[config.mk]
export PLATFORM = sky130hd
export DESIGN_NAME = disp_csr_bank
export DESIGN_NICKNAME = d
export VERILOG_FILES = /design/src/rtl/disp_csr_pkg.sv /design/src/rtl/disp_csr_decode.sv /design/src/rtl/disp_csr_word.sv /design/src/rtl/disp_csr_base_pair.sv /design/src/rtl/disp_csr_bank.sv
export SDC_FILE = /design/constraint.sdc
export NUM_CORES = 1
export LEC_CHECK = 0
export ABC_AREA = 1
export BUFFER_PORTS_ARGS = -buffer_cell sky130_fd_sc_hd__buf_2
export CAP_MARGIN = 10
export CORE_ASPECT_RATIO = 1.4
export CORE_MARGIN = 1.5
export CORE_UTILIZATION = 45
export CTS_CLUSTER_DIAMETER = 200
export DETAILED_ROUTE_END_ITERATION = 6
export PLACE_DENSITY = 0.66
export SKIP_LAST_GASP = 1
export SLEW_MARGIN = 10
export SYNTH_ARGS = -nofsm -noshare
export SYNTH_HDL_FRONTEND = slang
export SYNTH_HIERARCHICAL = 1
export SYNTH_SLANG_ARGS = --single-unit
[constraint.sdc]
create_clock -name clk_i -period 1.5 [get_ports clk_i]
set_input_delay 0.3 -clock clk_i [delete_from_list [all_inputs] [get_ports clk_i]]
set_output_delay 0.3 -clock clk_i [all_outputs]
set_load 0.005 [all_outputs]
[src/rtl/disp_csr_pkg.sv]
package disp_csr_pkg;
  localparam int unsigned WORD_W   = 32;
  localparam int unsigned NUM_REGS = 4;
  localparam int unsigned SEL_W    = $clog2(NUM_REGS);

  localparam int unsigned IDX_CTRL  = 0;
  localparam int unsigned IDX_CTRL2 = 1;
  localparam int unsigned IDX_CUR   = 2;
  localparam int unsigned IDX_NEXT  = 3;

  localparam int unsigned B_RUN    = 0;
  localparam int unsigned B_MASTER = 5;
  localparam int unsigned B_WLEN   = 8;
  localparam int unsigned B_BWID   = 10;
  localparam int unsigned B_DOTCLK = 17;
  localparam int unsigned B_CGATE  = 30;
  localparam int unsigned B_SRST   = 31;
  localparam int unsigned B_FCLR   = 21;

  typedef enum logic [1:0] {
    OP_WRITE = 2'd0,
    OP_SET   = 2'd1,
    OP_CLR   = 2'd2,
    OP_NONE  = 2'd3
  } csr_op_e;

  function automatic logic [WORD_W-1:0] csr_apply(csr_op_e op,
                                                  logic [WORD_W-1:0] q,
                                                  logic [WORD_W-1:0] d);
    case (op)
      OP_WRITE: csr_apply = d;
      OP_SET:   csr_apply = q | d;
      OP_CLR:   csr_apply = q & ~d;
      default:  csr_apply = q;
    endcase
  endfunction
endpackage

[src/rtl/disp_csr_decode.sv]
module disp_csr_decode
  import disp_csr_pkg::*;
#(
  parameter int unsigned ADDR_W = 6
) (
  input  logic [ADDR_W-1:0]   addr_i,
  input  logic                we_i,
  output logic [NUM_REGS-1:0] wsel_o,
  output logic [SEL_W-1:0]    ridx_o,
  output logic                hit_o,
  output csr_op_e             op_o
);
  localparam int unsigned IDX_W = ADDR_W - 2;

  logic [IDX_W-1:0] idx;

  assign idx    = addr_i[ADDR_W-1:2];
  assign op_o   = csr_op_e'(addr_i[1:0]);
  assign hit_o  = idx < IDX_W'(NUM_REGS);
  assign ridx_o = idx[SEL_W-1:0];

  for (genvar i = 0; i < NUM_REGS; i++) begin : g_sel
    assign wsel_o[i] = we_i && (op_o != OP_NONE) && (idx == IDX_W'(i));
  end
endmodule

[src/rtl/disp_csr_word.sv]
module disp_csr_word
  import disp_csr_pkg::*;
#(
  parameter logic [WORD_W-1:0] WMASK     = '1,
  parameter logic [WORD_W-1:0] KEEP_MASK = '0
) (
  input  logic              clk_i,
  input  logic              rst_ni,
  input  logic              we_i,
  input  csr_op_e           op_i,
  input  logic [WORD_W-1:0] wdata_i,
  input  logic              clr_i,
  output logic [WORD_W-1:0] q_o
);
  logic [WORD_W-1:0] nxt;

  assign nxt = we_i ? (csr_apply(op_i, q_o, wdata_i) & WMASK) : q_o;

  // clr_i zeroes all but KEEP_MASK bits (soft reset hold)
  always_ff @(posedge clk_i or negedge rst_ni) begin
    if (!rst_ni)    q_o <= '0;
    else if (clr_i) q_o <= nxt & KEEP_MASK;
    else            q_o <= nxt;
  end
endmodule

[src/rtl/disp_csr_base_pair.sv]
module disp_csr_base_pair
  import disp_csr_pkg::*;
(
  input  logic              clk_i,
  input  logic              rst_ni,
  input  logic              we_i,
  input  csr_op_e           op_i,
  input  logic [WORD_W-1:0] wdata_i,
  input  logic              clr_i,
  input  logic              swap_i,
  output logic [WORD_W-1:0] cur_o,
  output logic [WORD_W-1:0] next_o
);
  disp_csr_word #(.WMASK('1), .KEEP_MASK('0)) u_next (
    .clk_i  (clk_i),
    .rst_ni (rst_ni),
    .we_i   (we_i),
    .op_i   (op_i),
    .wdata_i(wdata_i),
    .clr_i  (clr_i),
    .q_o    (next_o)
  );

  // swap takes the registered next value, so a same-cycle write waits a frame
  always_ff @(posedge clk_i or negedge rst_ni) begin
    if (!rst_ni)     cur_o <= '0;
    else if (clr_i)  cur_o <= '0;
    else if (swap_i) cur_o <= next_o;
  end
endmodule

[src/rtl/disp_csr_bank.sv]
module disp_csr_bank
  import disp_csr_pkg::*;
#(
  parameter int unsigned ADDR_W = 6
) (
  input  logic              clk_i,
  input  logic              rst_ni,
  input  logic [ADDR_W-1:0] bus_addr_i,
  input  logic              bus_we_i,
  input  logic [31:0]       bus_wdata_i,
  output logic [31:0]       bus_rdata_o,
  input  logic              frame_sync_i,
  output logic              run_o,
  output logic              clk_gate_o,
  output logic              soft_rst_o,
  output logic              dotclk_mode_o,
  output logic              bus_master_o,
  output logic [1:0]        bus_width_o,
  output logic [1:0]        word_len_o,
  output logic [31:0]       ctrl2_o,
  output logic              fifo_clr_o,
  output logic [31:0]       scan_base_o
);
  localparam logic [WORD_W-1:0] SRST_MASK = WORD_W'(1) << B_SRST;
  localparam logic [WORD_W-1:0] FCLR_MASK = WORD_W'(1) << B_FCLR;

  logic [NUM_REGS-1:0] wsel;
  logic [SEL_W-1:0]    ridx;
  logic                hit;
  csr_op_e             op;

  logic [WORD_W-1:0] ctrl_q, ctrl2_q, cur_q, next_q, ctrl_try;
  logic [WORD_W-1:0] rd_regs [NUM_REGS];
  logic              srst_nxt;
  logic              fclr_q;

  disp_csr_decode #(.ADDR_W(ADDR_W)) u_dec (
    .addr_i(bus_addr_i),
    .we_i  (bus_we_i),
    .wsel_o(wsel),
    .ridx_o(ridx),
    .hit_o (hit),
    .op_o  (op)
  );

  // next-state soft reset decides whether the rest of the bank is held at zero
  assign ctrl_try = csr_apply(op, ctrl_q, bus_wdata_i);
  assign srst_nxt = wsel[IDX_CTRL] ? ctrl_try[B_SRST] : ctrl_q[B_SRST];

  disp_csr_word #(.WMASK('1), .KEEP_MASK(SRST_MASK)) u_ctrl (
    .clk_i  (clk_i),
    .rst_ni (rst_ni),
    .we_i   (wsel[IDX_CTRL]),
    .op_i   (op),
    .wdata_i(bus_wdata_i),
    .clr_i  (srst_nxt),
    .q_o    (ctrl_q)
  );

  disp_csr_word #(.WMASK(~FCLR_MASK), .KEEP_MASK('0)) u_ctrl2 (
    .clk_i  (clk_i),
    .rst_ni (rst_ni),
    .we_i   (wsel[IDX_CTRL2]),
    .op_i   (op),
    .wdata_i(bus_wdata_i),
    .clr_i  (srst_nxt),
    .q_o    (ctrl2_q)
  );

  disp_csr_base_pair u_base (
    .clk_i  (clk_i),
    .rst_ni (rst_ni),
    .we_i   (wsel[IDX_NEXT]),
    .op_i   (op),
    .wdata_i(bus_wdata_i),
    .clr_i  (srst_nxt),
    .swap_i (frame_sync_i),
    .cur_o  (cur_q),
    .next_o (next_q)
  );

  always_ff @(posedge clk_i or negedge rst_ni) begin
    if (!rst_ni) fclr_q <= 1'b0;
    else fclr_q <= wsel[IDX_CTRL2] && (op == OP_WRITE || op == OP_SET) &&
                   bus_wdata_i[B_FCLR] && !srst_nxt;
  end

  assign rd_regs[IDX_CTRL]  = ctrl_q;
  assign rd_regs[IDX_CTRL2] = ctrl2_q;
  assign rd_regs[IDX_CUR]   = cur_q;
  assign rd_regs[IDX_NEXT]  = next_q;

  assign bus_rdata_o   = hit ? rd_regs[ridx] : '0;

  assign run_o         = ctrl_q[B_RUN];
  assign bus_master_o  = ctrl_q[B_MASTER];
  assign word_len_o    = ctrl_q[B_WLEN+:2];
  assign bus_width_o   = ctrl_q[B_BWID+:2];
  assign dotclk_mode_o = ctrl_q[B_DOTCLK];
  assign clk_gate_o    = ctrl_q[B_CGATE];
  assign soft_rst_o    = ctrl_q[B_SRST];
  assign ctrl2_o       = ctrl2_q;
  assign fifo_clr_o    = fclr_q;
  assign scan_base_o   = cur_q;
endmodule

Word level (Yosys, flattened, before mapping)
Cells that the tools add are included.
{"block": "totals", "inputBits": 42, "out_inout_bits": 106, "regBits": 129}
{"block": "op_classes", "mux": 16, "n_eq_ne": 5, "bitwise": 8, "n_reduce_logical": 19, "magnitude_cmp": 2}
{"operator": "32-bit two-way mux", "n": 10}
{"operator": "32-bit case mux with 3 select lines", "n": 3}
{"operator": "32-bit AND", "n": 3}
{"operator": "32-bit OR", "n": 3}
{"operator": "32-bit binary-select mux with 2-bit select", "n": 1}
{"operator": "32-bit NOT", "n": 1}
{"operator": "31-bit two-way mux", "n": 1}
{"operator": "2-bit nonzero test", "n": 4}
{"operator": "1-bit logical AND", "n": 7}
{"operator": "2-bit AND reduction", "n": 3}
{"operator": "4-bit by 1-bit == test with 1-bit output (second input constant)", "n": 1}
{"operator": "4-bit by 2-bit == test with 1-bit output (second input constant)", "n": 1}
{"operator": "4-bit logical NOT", "n": 1}
{"operator": "4-bit by 3-bit less-than comparator with 1-bit output (second input constant)", "n": 1}
{"operator": "4-bit nonzero test", "n": 1}
{"operator": "3-bit >= comparator (second input constant)", "n": 1}
{"operator": "2-bit NOT with 3-bit output", "n": 1}
{"operator": "2-bit by 1-bit == test with 1-bit output (second input constant)", "n": 1}
{"operator": "2-bit == test (second input constant)", "n": 1}
{"operator": "2-bit logical NOT", "n": 1}
{"operator": "2-bit inequality test (second input constant)", "n": 1}
{"operator": "1-bit logical NOT", "n": 1}
{"operator": "1-bit logical OR", "n": 1}
{"operator": "1-bit two-way mux", "n": 1}

Depth between registers and ports, before layout
{"block": "logic_depth", "word_depth": 6, "mapped_depth": 15}

Modules after synthesis
The synthesis kept the hierarchy.
{"module": "disp_csr_word (u_ctrl2)", "cells_each": 412, "seq_area_each_um2": 775.7, "instances": 1, "area_each_um2": 2607.5}
{"module": "disp_csr_word (u_ctrl)", "cells_each": 380, "seq_area_each_um2": 800.8, "instances": 1, "area_each_um2": 2275.9}
{"module": "disp_csr_word (u_base.u_next)", "cells_each": 380, "seq_area_each_um2": 800.8, "instances": 1, "area_each_um2": 2252.2}
{"module": "disp_csr_bank", "cells_each": 390, "seq_area_each_um2": 25.0, "instances": 1, "area_each_um2": 1929.4}
{"module": "disp_csr_base_pair", "cells_each": 140, "seq_area_each_um2": 800.8, "instances": 1, "area_each_um2": 1351.3}
{"module": "disp_csr_decode", "cells_each": 22, "seq_area_each_um2": 0.0, "instances": 1, "area_each_um2": 105.1}

Least setup slack after synthesis
Ideal clock, no wire load.
{"block": "synth_path", "path_kind": "input -> register", "startpoint": "input port bus_addr_i[5]", "endpoint": "register u_ctrl2.q_o[0]", "t_arrival_ns": 1.790, "slack_ns": -0.403, "path_stages": 15, "path_buffers": 1, "path_cell_list": "nor2_4 > nand2_1 > nor2_1 > inv_1 > nor2_1 > nand2_1 > nand2_1 > nand2_1 > nor2_2 > nand2_2 > buf_6 > nand3_2 > nand2_1 > nand2_1 > inv_1"}
{"block": "synth_via", "elab_chain_cells": 5}
{"element": "start: declaration", "line_no": "disp_csr_bank.sv:8", "rtl": "input logic [ADDR_W-1:0] bus_addr_i,"}
{"element": "4-bit logical NOT (*)", "line_no": "disp_csr_decode.sv:23", "rtl": "assign wsel_o[i] = we_i && (op_o != OP_NONE) && (idx == IDX_W'(i));"}
{"element": "1-bit logical AND (*)", "line_no": "disp_csr_decode.sv:23"}
{"element": "named net wsel[0]", "line_no": "disp_csr_bank.sv:27", "rtl": "logic [NUM_REGS-1:0] wsel;"}
{"element": "1-bit two-way mux (*)", "line_no": "disp_csr_bank.sv:48", "rtl": "assign srst_nxt = wsel[IDX_CTRL] ? ctrl_try[B_SRST] : ctrl_q[B_SRST];"}
{"element": "named net srst_nxt", "line_no": "disp_csr_bank.sv:34", "rtl": "logic srst_nxt;"}
{"element": "4-bit nonzero test (no source line) / 2-bit nonzero test (equally long branches)"}
{"element": "2-bit AND reduction (no source line)"}
{"element": "end signal: assignment", "line_no": "disp_csr_word.sv:22", "rtl": "else if (clr_i) q_o <= nxt & KEEP_MASK;"}
{"element": "end signal: assignment", "line_no": "disp_csr_word.sv:23", "rtl": "else q_o <= nxt;"}
{"element": "end: declaration", "line_no": "disp_csr_word.sv:13", "rtl": "output logic [WORD_W-1:0] q_o"}
Mark *: on every way through the listed nets, which the timed path passes. The rest lies on a longest branch.
A chain may end at the register's enable or synchronous reset.

Worst setup path after layout
{"block": "layout_path", "startpoint": "register u_base.u_next.q_o[2]", "endpoint": "output port bus_rdata_o[2]"}
{"block": "layout_via", "elab_chain_cells": 4}
{"element": "start: declaration", "line_no": "disp_csr_word.sv:13"}
{"element": "start signal: assignment", "line_no": "disp_csr_word.sv:22"}
{"element": "start signal: assignment", "line_no": "disp_csr_word.sv:23"}
{"element": "32-bit binary-select mux with 2-bit select", "line_no": "disp_csr_bank.sv:93", "rtl": "assign bus_rdata_o = hit ? rd_regs[ridx] : '0;"}
{"element": "32-bit two-way mux (implied by the code) (2 in a row)", "line_no": "disp_csr_bank.sv:93"}
{"element": "32-bit two-way mux", "line_no": "disp_csr_bank.sv:93"}
{"element": "end: declaration", "line_no": "disp_csr_bank.sv:11", "rtl": "output logic [31:0] bus_rdata_o,"}
No other way between the ends. The select of a mux whose other input is x is not followed.

==> results.py <==
metrics = {
    "global_routing": {
        "grt_max_degree": 36,
        "grt_pass1_wl_um": 54800,
        "antenna_found_initial": 0,
        "track_usage_pct": 28.7,
        "first_global_vias": 10856,
        "overflow": 0,
    },
    "power": {
        "ir_drop_uv": 970,
        "p_clk_share_pct": 28.6,
        "seqPwrFrac_pct": 29.9,
        "p_leak_nw": 8.07,
        "p_int_w": 0.00997,
        "switchingPower_w": 0.00584,
        "power_density_nw_per_um2": 1150,
        "swShare_pct": 36.9,
        "power_frac_comb_pct": 41.5,
    },
    "final_layout": {
        "fillCellCount": 2222,
        "design_area_um2": 13700,
        "syn2layout_area_growth_pct": 30.6,
        "layout_common_cells": "736 x nand2_1, 356 x inv_1, 151 x buf_4",
        "utilization_pct": 59.4,
        "register_area_um2": 3200,
        "final_common_cell": "nand2_1",
        "multi_input_area_um2": 5330,
        "fin_nets": 2037,
        "num_antenna_cells": 0,
        "drive_gt1_share_pct": 27.0,
    },
    "die": {
        "io_pins": 148,
        "initial_core_util_pct": 45.4,
        "dieWidth_um": 132,
        "die_h_um": 184,
        "coreArea_um2": 23100,
        "dieArea_um2": 24300,
        "row_count": 66,
    },
    "clock_tree": {
        "cts.htree.levels": 4,
        "numCtsBuffers": 17,
        "clock_path_buffers": 2,
        "clock_sinks": 128,
        "cts_root_buf": "clkbuf_16",
        "cts_tree": "done",
        "clk_latency_ns": 0.44,
        "clk_pin_slew_ns": 0.06,
    },
    "worst_setup_path": {
        "crit_arrival_ns": 1.29,
        "critPathKind": "register to output port",
        "cp_max_fo": 2,
        "worst_ep_required_time_ns": 1.20,
        "cp-end-kind": "output port",
        "cp-start-kind": "register",
        "critical_path.top_delay_family": "flip-flops",
        "cp_cell_sequence": "clkinv_2, nand2_2, nand3_2, a21oi_2, buf_2",
        "path_buf_inv": 2,
        "crit_path_top_delay_cell": "dfrtp_1",
        "slowest_delay_ns": 0.38,
    },
    "run_status": {
        "violations": "setup timing",
        "status": "finished with violations",
    },
    "sta": {
        "rsz0062_at_grt": "yes",
        "hold_viol": 0,
        "post-route-period-util_pct": 106,
        "finClkSkew_ns": 0.00833,
        "drv_slew": 0,
        "hold_ws_ns": 0.196,
        "fin_ws_ns": -0.0895,
        "period_needed_ns": 1.59,
        "setup_violations": 33,
        "max_freq_ghz": 0.629,
    },
    "yosys": {
        "yosysWarnings": 6,
        "syn_nets": 1773,
        "synth_area_um2": 10500,
        "avgSynthCellArea_um2": 6.11,
        "synth_cells": 1720,
    },
    "detailed_routing": {
        "vias": 11226,
        "postRouteAntennaNets": 0,
        "firstDrtPassIters": 5,
        "wire_per_inst_um": 15.1,
        "vias_per_cell": 4.87,
        "drt-total-wl_um": 34700,
        "drtIter0Drc": 855,
        "drc_errors": 0,
    },
    "hold_path": {
        "min_path_type": "primary input to register",
    },
    "placement": {
        "preCtsSetupSlack_ns": -0.349,
        "place_congestion": 0.850,
        "port_buffers": 146,
        "dpl-instance-area_um2": 11900,
        "dp_hpwl_um": 22500,
    },
    "run": {
        "drv_cap": 0,
    },
}
cell type report:
class | instances | share of cell area [%]
Inverter | 372 | 10.3
Sequential cell | 128 | 23.3
Clock buffer | 19 | 3.23
Multi-Input combinational cell | 1122 | 38.9
Tap cell | 306 | 2.79
Clock inverter | 13 | 1.36
Timing Repair Buffer | 343 | 20.1
state kept, by name (all words and copies together), names as in the netlist:
register,flops
fifo_clr_o,1
u_base/cur_o,32
u_base/u_next/q_o,32
u_ctrl/q_o,32
u_ctrl2/q_o,31
power by group through the flow:
stage               logic, W  registers, W  clock network (W)
global placement     0.00501       0.00495                  0
detailed placement   0.00513       0.00495                  0
finish               0.00656       0.00474            0.00453
CTS                  0.00616       0.00471            0.00460
floorplan            0.00318       0.00484                  0
global route         0.00726       0.00482            0.00473
final timing paths:
check	start	endpoint	slack, ns	cells after the start
worst max-delay path	u_base/u_next/q_o[2]	bus_rdata_o[2]	-0.09	5
worst min-delay path	bus_wdata_i[21]	fifo_clr_o	0.20	3
worst max register to register	u_ctrl/q_o[31]	u_ctrl2/q_o[5]	0.08	10
worst min register to register	u_base/cur_o[30]	u_base/cur_o[30]	0.49	2
max in group asynchronous	rst_ni	u_ctrl2/q_o[11]	0.64	3
min in group asynchronous	rst_ni	u_base/u_next/q_o[23]	0.29	2
worst register-to-register path, stage by stage, from the launching register on:
cell and delay, ns:
dfrtp_1 0.36, buf_6 0.12, nand2_2 0.06, nand2_4 0.12
inv_2 0.07, buf_4 0.15, nand2_8 0.10, buf_12 0.14
nand2_1 0.08, nand2_1 0.06, inv_1 0.04
repair_timing:
action | CTS | global route
resized for setup | 19 | 46
hold buffers | 1 | 0
cloned | 2 | 3
setup buffers | 89 | 19
hold endpoints to repair | 87 | 0
pin swaps | 33 | 25
endpoints found under the setup margin | 32 | 91
stage by stage:
step	total power (W)	setup TNS, ns	instances
after floorplan	0.00802	-3.31	1720
after global placement	0.00996	-36.80	2161
after detailed placement	0.0101	-38.98	2161
after CTS	0.0155	-1.93	2283
after global routing	0.0168	-3.83	2303
final	0.0158	-1.56	2303
routing by layer:
metal  GRT usage (%)  vias to the layer above  share of wire, %
met1            33.1                     5156                39
met2            51.3                      440                50
li1                -                     5521                 -
met5               0                        -                 0
met4            14.7                        0               4.3
met3            4.38                      109               6.0
No activity file was read; power rests on OpenSTA's default activity.
